===== src/rtl/lowfreq_divsync_pkg.sv =====
package lowfreq_divsync_pkg;
  // strobes issued by the control to the datapath
  typedef struct packed {
    logic clearDiv;
  } ctrlStrobe_t;

  // status returned by the datapath to the control
  typedef struct packed {
    logic nearBoundary;
  } dpStatus_t;
endpackage


===== src/rtl/lowfreq_divsync_ctrl.sv =====
module lowfreq_divsync_ctrl
  import lowfreq_divsync_pkg::*;
#(
  parameter int SYNC_STAGES = 2
) (
  input  logic        clk,
  input  logic        rstN,
  input  logic        syncRefIn,
  input  logic        lockedIn,
  input  logic        syncEnIn,
  input  dpStatus_t   dpStatus,
  output ctrlStrobe_t strobe,
  output logic        alignDone
);
  logic [SYNC_STAGES-1:0] syncChain;
  logic                   syncPrev;
  logic                   refRise;
  logic                   suppress;

  always_ff @(posedge clk) begin
    if (!rstN) begin
      syncChain <= '0;
      syncPrev  <= 1'b0;
    end else begin
      syncChain <= {syncChain[SYNC_STAGES-2:0], syncRefIn};
      syncPrev  <= syncChain[SYNC_STAGES-1];
    end
  end

  assign refRise  = syncChain[SYNC_STAGES-1] & ~syncPrev;
  assign suppress = alignDone & dpStatus.nearBoundary;

  always_comb begin
    strobe          = '0;
    strobe.clearDiv = refRise & syncEnIn & lockedIn & ~suppress;
  end

  always_ff @(posedge clk) begin
    if (!rstN)                alignDone <= 1'b0;
    else if (!lockedIn)       alignDone <= 1'b0;
    else if (strobe.clearDiv) alignDone <= 1'b1;
  end

  // losing lock always drops the flag
  p_flag_drop_r7: assert property (@(posedge clk) disable iff (!rstN)
    !lockedIn |=> !alignDone);
  // the flag only rises after a clear
  p_flag_rise_r7: assert property (@(posedge clk) disable iff (!rstN)
    $rose(alignDone) |-> $past(strobe.clearDiv));
endmodule


===== src/rtl/lowfreq_divsync_datapath.sv =====
module lowfreq_divsync_datapath
  import lowfreq_divsync_pkg::*;
#(
  parameter int TICKS_PER_FAST = 9720,
  parameter int SLOW_DIV       = 4
) (
  input  logic        clk,
  input  logic        rstN,
  input  logic        tickEn,
  input  ctrlStrobe_t strobe,
  output dpStatus_t   dpStatus,
  output logic        fastOut,
  output logic        slowOut
);
  localparam int FW = (TICKS_PER_FAST > 1) ? $clog2(TICKS_PER_FAST) : 1;
  localparam int SW = (SLOW_DIV > 1) ? $clog2(SLOW_DIV) : 1;
  localparam logic [FW-1:0] FAST_LAST = FW'(TICKS_PER_FAST - 1);
  localparam logic [FW-1:0] FAST_HALF = FW'(TICKS_PER_FAST / 2);
  localparam logic [SW-1:0] SLOW_LAST = SW'(SLOW_DIV - 1);
  localparam logic [SW-1:0] SLOW_HALF = SW'(SLOW_DIV / 2);

  logic [FW-1:0] fastCnt, fastNext;
  logic [SW-1:0] slowCnt, slowNext;

  always_comb begin
    fastNext = fastCnt;
    slowNext = slowCnt;
    if (strobe.clearDiv) begin
      fastNext = '0;
      slowNext = '0;
    end else if (tickEn) begin
      if (fastCnt == FAST_LAST) begin
        fastNext = '0;
        slowNext = (slowCnt == SLOW_LAST) ? '0 : slowCnt + 1'b1;
      end else begin
        fastNext = fastCnt + 1'b1;
      end
    end
  end

  always_ff @(posedge clk) begin
    if (!rstN) begin
      fastCnt <= '0;
      slowCnt <= '0;
      fastOut <= 1'b1;
      slowOut <= 1'b1;
    end else begin
      fastCnt <= fastNext;
      slowCnt <= slowNext;
      fastOut <= (fastNext < FAST_HALF);
      slowOut <= (slowNext < SLOW_HALF);
    end
  end

  always_comb begin
    dpStatus = '0;
    dpStatus.nearBoundary = ((slowCnt == SLOW_LAST) && (fastCnt == FAST_LAST)) ||
                            ((slowCnt == '0) && (fastCnt == '0));
  end

  // fast counter never leaves its range
  p_fast_range_r2: assert property (@(posedge clk) disable iff (!rstN)
    fastCnt <= FAST_LAST);
  // no tick and no clear means nothing moves
  p_hold_r4: assert property (@(posedge clk) disable iff (!rstN)
    (!tickEn && !strobe.clearDiv) |=> ($stable(fastCnt) && $stable(slowCnt) && $stable(fastOut)));
  // a clear lands both counters on zero
  p_clear_zero_r5: assert property (@(posedge clk) disable iff (!rstN)
    strobe.clearDiv |=> (fastCnt == '0 && slowCnt == '0));
  // slow rising edge coincides with a fast high phase start
  p_slow_edge_r3: assert property (@(posedge clk) disable iff (!rstN)
    $rose(slowOut) |-> (fastOut && fastCnt == '0));
endmodule


===== src/rtl/lowfreq_divsync.sv =====
module lowfreq_divsync
  import lowfreq_divsync_pkg::*;
#(
  parameter int TICKS_PER_FAST = 9720,
  parameter int SLOW_DIV       = 4,
  parameter int SYNC_STAGES    = 2
) (
  input  logic clk,
  input  logic rstN,
  input  logic tickEnIn,
  input  logic syncRefIn,
  input  logic lockedIn,
  input  logic syncEnIn,
  output logic clk8kOut,
  output logic clk2kOut,
  output logic alignDoneOut
);
  ctrlStrobe_t strobe;
  dpStatus_t   dpStatus;

  lowfreq_divsync_ctrl #(
    .SYNC_STAGES(SYNC_STAGES)
  ) i_ctrl (
    .clk(clk),
    .rstN(rstN),
    .syncRefIn(syncRefIn),
    .lockedIn(lockedIn),
    .syncEnIn(syncEnIn),
    .dpStatus(dpStatus),
    .strobe(strobe),
    .alignDone(alignDoneOut)
  );

  lowfreq_divsync_datapath #(
    .TICKS_PER_FAST(TICKS_PER_FAST),
    .SLOW_DIV(SLOW_DIV)
  ) i_datapath (
    .clk(clk),
    .rstN(rstN),
    .tickEn(tickEnIn),
    .strobe(strobe),
    .dpStatus(dpStatus),
    .fastOut(clk8kOut),
    .slowOut(clk2kOut)
  );

  // a clear never happens without enable and lock
  p_clear_gated_r6: assert property (@(posedge clk) disable iff (!rstN)
    (!syncEnIn || !lockedIn) |=> !(clk8kOut && clk2kOut && $past(!clk8kOut) && !$past(tickEnIn)));
endmodule


===== config.mk =====
export PLATFORM = sky130hd
export DESIGN_NAME = lowfreq_divsync
export DESIGN_NICKNAME = d
export VERILOG_FILES = /design/src/rtl/lowfreq_divsync_pkg.sv /design/src/rtl/lowfreq_divsync_ctrl.sv /design/src/rtl/lowfreq_divsync_datapath.sv /design/src/rtl/lowfreq_divsync.sv
export SDC_FILE = /design/constraint.sdc
export NUM_CORES = 1
export LEC_CHECK = 0
export BUFFER_PORTS_ARGS = -buffer_cell sky130_fd_sc_hd__buf_2
export CAP_MARGIN = 15
export CORE_MARGIN = 5
export CORE_UTILIZATION = 55
export DETAILED_ROUTE_END_ITERATION = 12
export GPL_ROUTABILITY_DRIVEN = 0
export PLACE_DENSITY_LB_ADDON = 0.2
export SLEW_MARGIN = 20
export SYNTH_ARGS = -nofsm -noshare
export SYNTH_HDL_FRONTEND = slang
export SYNTH_HIERARCHICAL = 1
export SYNTH_SLANG_ARGS = --single-unit

===== constraint.sdc =====
create_clock -name clk -period 2.95 [get_ports clk]
set_input_delay 0.295 -clock clk [delete_from_list [all_inputs] [get_ports clk]]
set_output_delay 0.295 -clock clk [all_outputs]
set_load 0.05 [all_outputs]

## Word-level counts from Yosys, hierarchy flattened

Index checks and enable logic that the tools add are counted.

| cells by class | value |
|---|---|
| equal/unequal tests | 2 |
| $add $sub $neg | 2 |
| reduce and logical (&&, ||, !) cells | 6 |
| order comparisons | 2 |
| bitwise logic cells | 7 |
| mux-type cells | 7 |

Operator list:

| operator | number |
|---|---|
| 2-to-1 mux 14 bit | 3 |
| adder 14 x 1 -> 14 bit, second input constant | 1 |
| equality test 14 bit, second input constant | 1 |
| logical NOT 14 bit | 1 |
| less-than comparator 14 x 13 -> 1 bit, second input constant | 1 |
| 2-to-1 mux 2 bit | 4 |
| bitwise AND 1 bit | 5 |
| adder 2 x 1 -> 2 bit, second input constant | 1 |
| equality test 2 bit, second input constant | 1 |
| logical AND 1 bit | 2 |
| logical NOT 2 bit | 1 |
| less-than comparator 2 bit, second input constant | 1 |
| inverter 1 bit | 2 |
| AND reduction 2 bit | 1 |
| logical OR 1 bit | 1 |

| storage, ports and cells | value |
|---|---|
| register bits | 22 |
| output and inout bits | 3 |
| bits of input ports | 6 |

## Logic depth before layout (Yosys ltp)

Gate-level depths: netlist of the first run.

| depth | value |
|---|---|
| word-level depth | 8 |
| depth in mapped cells | 12 |

## By module

The synthesis of the first run kept the hierarchy.

By module, submodules not included:

| module | cells each | area an instance (µm²) | instances |
|---|---|---|---|
| lowfreq_divsync_datapath | 128 | 1,044.8 | 1 |
| lowfreq_divsync_ctrl | 11 | 130.1 | 1 |

## Worst setup path before layout of the first run

OpenSTA, ideal clock, no wires.

| path | value |
|---|---|
| path kind | reg2reg |
| start | register i_datapath.fastCnt[5] |
| end | register i_datapath.fastOut |
| arrival | 2,424 ps |
| data required time | 2,836 ps |
| stages on the path, launching flop included | 12 |
| path buffers | 1 |
| period minus slack after synthesis | 2,538 ps |
| setup slack | 412 ps |
| library setup time | 114 ps |
| cell sequence | dfxtp_1 > buf_2 > or4_2 > nor4_1 > a21oi_1 > nor2b_1 > nand2_1 > and3_2 > nor4_4 > o211ai_1 > a31o_1 > a21o_1 |

| on the way | value |
|---|---|
| word-level cells in the longest chain between the ends | 8 |

RTL lines:

| what | line | source |
|---|---|---|
| start: declaration | lowfreq_divsync_datapath.sv:22 | `logic [FW-1:0] fastCnt, fastNext;` |
| start signal: assignment | lowfreq_divsync_datapath.sv:48 | `fastCnt <= fastNext;` |
| equality test 14 bit / logical NOT 14 bit (equally long branches) | lowfreq_divsync_datapath.sv:57, lowfreq_divsync_datapath.sv:58 |  |
| logical AND 1 bit, on equally long branches | lowfreq_divsync_datapath.sv:57, lowfreq_divsync_datapath.sv:58 |  |
| logical OR 1 bit (*) | lowfreq_divsync_datapath.sv:57 | `dpStatus.nearBoundary = ((slowCnt == SLOW_LAST) && (fastCnt == FAST_LAST)) \|\|` |
| net dpStatus | lowfreq_divsync.sv:19 | `dpStatus_t dpStatus;` |
| bitwise AND 1 bit (*) | lowfreq_divsync_ctrl.sv:31 | `assign suppress = alignDone & dpStatus.nearBoundary;` |
| inverter 1 bit (*) | lowfreq_divsync_ctrl.sv:35 | `strobe.clearDiv = refRise & syncEnIn & lockedIn & ~suppress;` |
| bitwise AND 1 bit (*) | lowfreq_divsync_ctrl.sv:35 |  |
| net strobe | lowfreq_divsync.sv:18 | `ctrlStrobe_t strobe;` |
| 2-to-1 mux 14 bit (*) | lowfreq_divsync_datapath.sv:28 | `if (strobe.clearDiv) begin` |
| less-than comparator 14 x 13 -> 1 bit (*) | lowfreq_divsync_datapath.sv:50 | `fastOut <= (fastNext < FAST_HALF);` |
| end signal: assignment | lowfreq_divsync_datapath.sv:50 |  |
| end: declaration | lowfreq_divsync_datapath.sv:12 | `output logic fastOut,` |

The timed path passes the listed nets; every way through them passes the cells marked *.
A chain may end at the register's enable or synchronous reset.

## Final worst setup path of the first run

| path | value |
|---|---|
| start | register i_datapath.fastCnt[5] |
| end | register i_datapath.fastCnt[5] |

| on the way | value |
|---|---|
| word-level cells in the longest chain between the ends | 7 |

RTL lines:

| what | line |
|---|---|
| equality test 14 bit / logical NOT 14 bit (equally long branches) | lowfreq_divsync_datapath.sv:57, lowfreq_divsync_datapath.sv:58 |
| logical AND 1 bit, on equally long branches | lowfreq_divsync_datapath.sv:57, lowfreq_divsync_datapath.sv:58 |
| logical OR 1 bit (*) | lowfreq_divsync_datapath.sv:57 |
| net dpStatus | lowfreq_divsync.sv:19 |
| bitwise AND 1 bit (*) | lowfreq_divsync_ctrl.sv:31 |
| inverter 1 bit (*) | lowfreq_divsync_ctrl.sv:35 |
| bitwise AND 1 bit (*) | lowfreq_divsync_ctrl.sv:35 |
| net strobe | lowfreq_divsync.sv:18 |
| 2-to-1 mux 14 bit (*) | lowfreq_divsync_datapath.sv:28 |

Marks and branches as above.

==> impl_metrics.ini, run 1 <==
[clocking]
clkSlewWorstSetupHoldPaths_ns = 0.11
ctsRootBufferMaster = clkbuf_4
tritoncts.num_buffers = 3
clock_tree.htree_level_count = 1
clkSinkCount = 22
cts_tree = done
post_cts_buffers = 0
ctsLongestPathBuffers = 2
post_cts_resize_count = 0
cts_hold_buf = 0
clk_latency_ns = 0.30

[yosys]
number_of_enable_flip_flop_cells_after_synthesis = 0
share_of_the_yosys_chip_area_belonging_to_registers_pct = 37.5
synth_top_area_share_pct = 37.5
yosys_register_bits = 22
synthCells = 139
synthesis.yosys.warnings = 6
postSynthNetCount = 149
dominantRegCellSynth = dfxtp_1
synthTopCellsByArea = dfxtp_1 (37%), xor2_1 (6.7%), nor2_1 (6.4%)
synthDistinctLibCells = 40
synth.cell_area_um2 = 1170
synth_top_area_cell = dfxtp_1
synth_top_cells_by_count = dfxtp_1 (22), nor2_1 (20), nand2_1 (13)
yosysMostFrequentCell = dfxtp_1
syn_avg_cell_area_um2 = 8.45
async_reset_ff_share_pct = 0

[setup_path]
timing.critical_path.from_type = flip-flop
worstSetupEndpointType = flip-flop
timing.critical_path.required_ns = 3.19
critical_path.most_common_cell = nand2b_1
timing.critical_path.cells = or4_2 > nor4_1 > a21oi_1 > nor2b_1 > nand2_1 > and3_2 > nand2b_1 > nand2b_1 > buf_4 > nor2_1
cp_data_arrival_time_ns = 2.92
critical_path_peak_fanout = 10
critPathKind = reg2reg
worst_path_cell_with_the_longest_stage_delay = or4_2
critPathMaxStageDelay_ns = 0.68

[layout]
syn2layout_area_growth_pct = 8.41
area_of_combinational_cells_with_multiple_inputs_um2 = 686
finish.cell_count_without_fillers = 174
seqCellArea_um2 = 440
filler_cell_count = 181
post-route-util_pct = 63.6
drive_gt1_share_pct = 15.0
n_diodes = 0
nNetsFinal = 158

[flow_run]
maxCapViolCount = 0

[placement]
dp.final_hpwl_um = 1790
port_buffers = 8
dpl_ws_ns = 0.318
numPlacedInstances = 170

[sta]
report.final.hold_viol_count = 0
timing_worst_slew_pin_value_ns = 0.396
final_period_minus_worst_setup_slack_ns = 2.68
drv_slew = 0
tns_ns = 0
maxSlewHeadroom_pct = 73.4
final.setup_skew_ns = 0.00160
max_freq_mhz = 373
fin_crit_sh_pct = 90.9
rsz0062_at_grt = no
setup-violations-final = 0
layout_setup_ws_ns = 0.270

[floorplan]
die_h_um = 56.2
die-width_um = 56.2
die_area_um2 = 3160
initial_core_util_pct = 58.7
rows = 16
core_region_area_um2 = 2000
ioPinCount = 9

[detailed_routing]
antenna_left = 0
route.detailed.drc = 0
wl_per_cell_um = 13.4
drt_iter0_markers = 30
finalWirelength_um = 2330
drt-pass1-iter-count = 4
detailroute.via_count = 998
vias_per_cell = 5.74

[power_and_ir_drop]
leakagePower_uw = 0.000498
vdd_drop_max_uv = 284
finalPower_uw = 499
power.density_cell_area_nw_per_um2 = 392

[global_route]
grt_pass1_vias = 935
gr-total-overflow = 0
global_route.usage.total_pct = 15.9
antenna_violations_before_repair = 0
grt_pass1_wl_um = 4040
grt_start_max_net_pins = 13

[min_path]
hp-class = in2reg

[run_status]
outcome = completed
==> final cells by class <==
class | count | share of cell area [%]
Multi-Input combinational cell | 105 | 53.8
Sequential cell | 22 | 34.6
Timing Repair Buffer | 10 | 4.32
Clock buffer | 4 | 2.85
Tap cell | 27 | 2.65
Inverter | 6 | 1.77
==> power breakdown <==
group          leakage (uW)  internal (uW)  switching, uW
combinational      0.000299           14.1           18.2
sequential         0.000178            302           5.44
clock             0.0000210           75.3           84.0
total              0.000498            391            108
==> layout by cell type (no fill, tap or decap), types with 2 or more instances in the layout <==
cell type / Yosys / final
a21oi_1: 4 / 4
and2_1: 2 / 2
and3_1: 2 / 2
buf_2: 3 / 8
buf_4: 0 / 2
clkbuf_4: 0 / 3
dfxtp_1: 22 / 22
ha_1: 4 / 4
inv_1: 6 / 6
mux2i_1: 2 / 2
nand2_1: 13 / 13
nand2b_1: 3 / 3
nand3_1: 7 / 7
nand4_1: 5 / 5
nor2_1: 20 / 20
nor2b_1: 2 / 2
nor3_1: 2 / 2
nor4_1: 2 / 2
o21ai_0: 4 / 4
xnor2_1: 4 / 4
xor2_1: 9 / 9
==> registers in the layout, indices dropped and copies added, names as in the netlist <==
register,count
i_ctrl/alignDone,1
i_ctrl/syncChain,2
i_ctrl/syncPrev,1
i_datapath/fastCnt,14
i_datapath/fastOut,1
i_datapath/slowCnt,2
i_datapath/slowOut,1
==> path summary, 6_finish.rpt <==
path	slack (ns)	cells after the start	endpoint	startpoint
min reg2reg	0.45	1	i_ctrl/syncChain[1]	i_ctrl/syncChain[0]
max	0.27	10	i_datapath/fastCnt[5]	i_datapath/fastCnt[5]
max reg2reg	0.27	10	i_datapath/fastCnt[5]	i_datapath/fastCnt[5]
min	0.19	2	i_ctrl/syncChain[0]	syncRefIn
==> routing by layer <==
layer / part of all wire, % / GRT usage [%] / wire length [um]
met1: 44 / 19.5 / 1020
met2: 48 / 26.0 / 1130
met3: 5.6 / 3.48 / 131
met4: 2.0 / 7.80 / 46
met5: 0 / 0 / 0
==> critical path, delay by kind of cell, from the launching register on <==
family                 cells  cell delay [ns]
buffers and inverters      1             0.25
DFF                        1             0.42
and+or+nand+nor            8             1.90
AOI/OAI and AO/OA          1             0.07
==> stage by stage <==
| stage | hold slack, ns | instance area [um^2] |
|---|---|---|
| after floorplan | 0.412 | 1170 |
| after global placement | 0.422 | 1240 |
| after detailed placement | 0.434 | 1240 |
| after CTS | 0.176 | 1270 |
| after global routing | 0.180 | 1270 |
| final | 0.190 | 1270 |
==> kinds of logic after synthesis <==
| group | Yosys count | synth area share [%] |
|---|---|---|
| and+or+nand+nor | 71 | 34.2 |
| DFF | 22 | 37.5 |
| AOI/OAI and AO/OA | 14 | 7.56 |
| xor gates and xnor gates | 13 | 9.69 |
| buffers and inverters | 12 | 4.15 |
| adders and majority gates | 4 | 4.26 |
| muxes | 3 | 2.66 |
(Power assumes the default switching activity.)
==> inputs of run 2 (changes only) <==
--- a/config.mk
+++ b/config.mk
@@ -15,5 +15,4 @@
 export SLEW_MARGIN = 20
 export SYNTH_ARGS = -nofsm -noshare
 export SYNTH_HDL_FRONTEND = slang
-export SYNTH_HIERARCHICAL = 1
 export SYNTH_SLANG_ARGS = --single-unit
==> run 2 against run 1 <==
  * Worst setup slack gained 0.34 ns
  * Synthesized cell count shrank 4.3%
  * Final cell count shrank 6.9%
  * First-iteration DRC count shrank 6.7%
  * Flip-flop and latch count is the same
  * Critical endpoint is now i_datapath.fastOut
  * Sequential power is essentially flat
  * Clock-buffer cell count shrank 1
  * Combinational power shrank 23%
==> impl_metrics.ini, run 2 <==
[run_status]
outcome = completed

[clocking]
ctsLongestPathBuffers = 2
clock_tree.htree_level_count = 1
ctsRootBufferMaster = clkbuf_4
cts_tree = done
tritoncts.num_buffers = 3
clkSinkCount = 22
cts_hold_buf = 0
clk_latency_ns = 0.30
clkSlewWorstSetupHoldPaths_ns = 0.11
post_cts_resize_count = 0
post_cts_buffers = 0

[setup_path]
critical_path_peak_fanout = 12
critPathKind = reg2reg
timing.critical_path.from_type = flip-flop
critPathMaxStageDelay_ns = 0.51
worst_path_cell_with_the_longest_stage_delay = dfxtp_1
timing.critical_path.cells = and4_1 > nand4_1 > o311ai_2 > nand3_1 > a211o_1
timing.critical_path.required_ns = 3.15
cp_data_arrival_time_ns = 2.55
worstSetupEndpointType = flip-flop

[floorplan]
die-width_um = 56.5
die_h_um = 56.5
ioPinCount = 9
initial_core_util_pct = 58.9
core_region_area_um2 = 2020
die_area_um2 = 3200
rows = 16

[sta]
report.final.hold_viol_count = 0
timing_worst_slew_pin_value_ns = 0.473
setup-violations-final = 0
whs_ns = 0.197
fin_crit_sh_pct = 79.4
final.setup_skew_ns = 0.00349
final_period_minus_worst_setup_slack_ns = 2.34
tns_ns = 0
rsz0062_at_grt = no
drv_slew = 0
max_freq_mhz = 427
maxSlewHeadroom_pct = 68.4

[detailed_routing]
met1Wirelength_um = 1100
drt_iter0_markers = 28
finalWirelength_um = 2240
wl_per_cell_um = 13.8
routed-wl-met2_um = 965
antenna_left = 0
vias_per_cell = 6.09
top_signal_layer_used = met4
drt-pass1-iter-count = 4
met3RoutedLength_um = 144
route.detailed.drc = 0
detailroute.via_count = 986

[yosys]
synth_top_area_cell = dfxtp_1
synthCells = 133
share_of_the_yosys_chip_area_belonging_to_registers_pct = 37.0
dominantRegCellSynth = dfxtp_1
synthesis.yosys.warnings = 0
synth_top_area_share_pct = 37.0
yosys_register_bits = 22
synthDistinctLibCells = 42
synth.cell_area_um2 = 1190
number_of_enable_flip_flop_cells_after_synthesis = 0
synth_top_cells_by_count = dfxtp_1 (22), nor2_1 (15), nand2_1 (10)
synthTopCellsByArea = dfxtp_1 (37%), nor2_1 (4.7%), ha_1 (4.2%)
yosysMostFrequentCell = dfxtp_1
async_reset_ff_share_pct = 0
postSynthNetCount = 143
syn_avg_cell_area_um2 = 8.96

[layout]
drive_gt1_share_pct = 13.3
syn2layout_area_growth_pct = 3.68
largest_register = i_datapath.fastCnt
mostFrequentLayoutCell = dfxtp_1
largest_reg_flops = 14
design_area_um2 = 1230
reg.largest.list = i_datapath.fastCnt x14, i_ctrl.syncChain x2, i_datapath.slowCnt x2
nNetsFinal = 147
n_diodes = 0
layout_common_cells = dfxtp_1 (22), nor2_1 (15), nand2_1 (10)

[flow_run]
maxCapViolCount = 0

[placement]
dp.final_hpwl_um = 1670
port_buffers = 8
dpl_cell_area_um2 = 1210

[global_route]
gr-total-overflow = 0
global_route.usage.total_pct = 15.3
grt_pass1_wl_um = 4020
antenna_violations_before_repair = 0
grt_start_max_net_pins = 13
grt_pass1_vias = 926

[power_and_ir_drop]
leakagePower_uw = 0.000467
vdd_drop_max_uv = 245
power.density_cell_area_nw_per_um2 = 373

[min_path]
hp-class = in2reg
run 2: metal layers:
layer,track usage [%],vias up
met4,5.42,0
met1,21.7,459
met2,22.9,33
met3,2.98,7
li1,-,487
met5,0,-
run 2: worst max-delay path: cells and delay by family (launching register included):
family           cells  cell delay [ns]
AO/OA/AOI/OAI        2             0.69
flip-flops           1             0.51
AND/OR/NAND/NOR      3             1.04
run 2: final cells by class:
class	count	area [um^2]
Sequential cell	22	440
Inverter	6	22.5
Fill cell	172	787
Multi-Input combinational cell	96	676
Tap cell	27	33.8
Timing Repair Buffer	8	40.0
Clock buffer	3	22.5
run 2: logic make-up (layout without fill, tap and decap cells):
logic type      after synthesis  count (layout)  share of synthesized area [%]
flops                        22              22                           37.0
mux                           3               3                           2.63
simple gates                 63              63                           31.5
xor+xnor                      8               8                           5.88
buf+inv                      15              17                           6.30
compound gates               18              18                           12.5
fa+ha+maj                     4               4                           4.20
run 2: path summary, 6_finish.rpt:
check | from | slack (ns) | end | cells past startpoint
worst min register to register | i_ctrl.syncChain[0] | 0.46 | i_ctrl.syncChain[1] | 1
worst max register to register | i_datapath.fastCnt[4] | 0.61 | i_datapath.fastOut | 5
worst max-delay path | i_datapath.fastCnt[4] | 0.61 | i_datapath.fastOut | 5
worst min-delay path | syncRefIn | 0.20 | i_ctrl.syncChain[0] | 2
run 2: power breakdown:
| group | switching [uW] | total (uW) | internal, uW |
|---|---|---|---|
| combinational | 14.5 | 25.0 | 10.5 |
| sequential | 3.76 | 305 | 301 |
| clock | 83.1 | 131 | 47.7 |
| total | 101 | 461 | 359 |
run 2: per-stage QoR:
stage	worst slack (ns)	total power [uW]	util (%)	cells
after floorplan	0.983	328	-	133
after global placement	0.787	336	60.0	159
after detailed placement	0.665	336	60.0	159
after CTS	0.633	463	61.1	162
after global routing	0.475	480	61.1	162
final	0.607	461	61.1	162
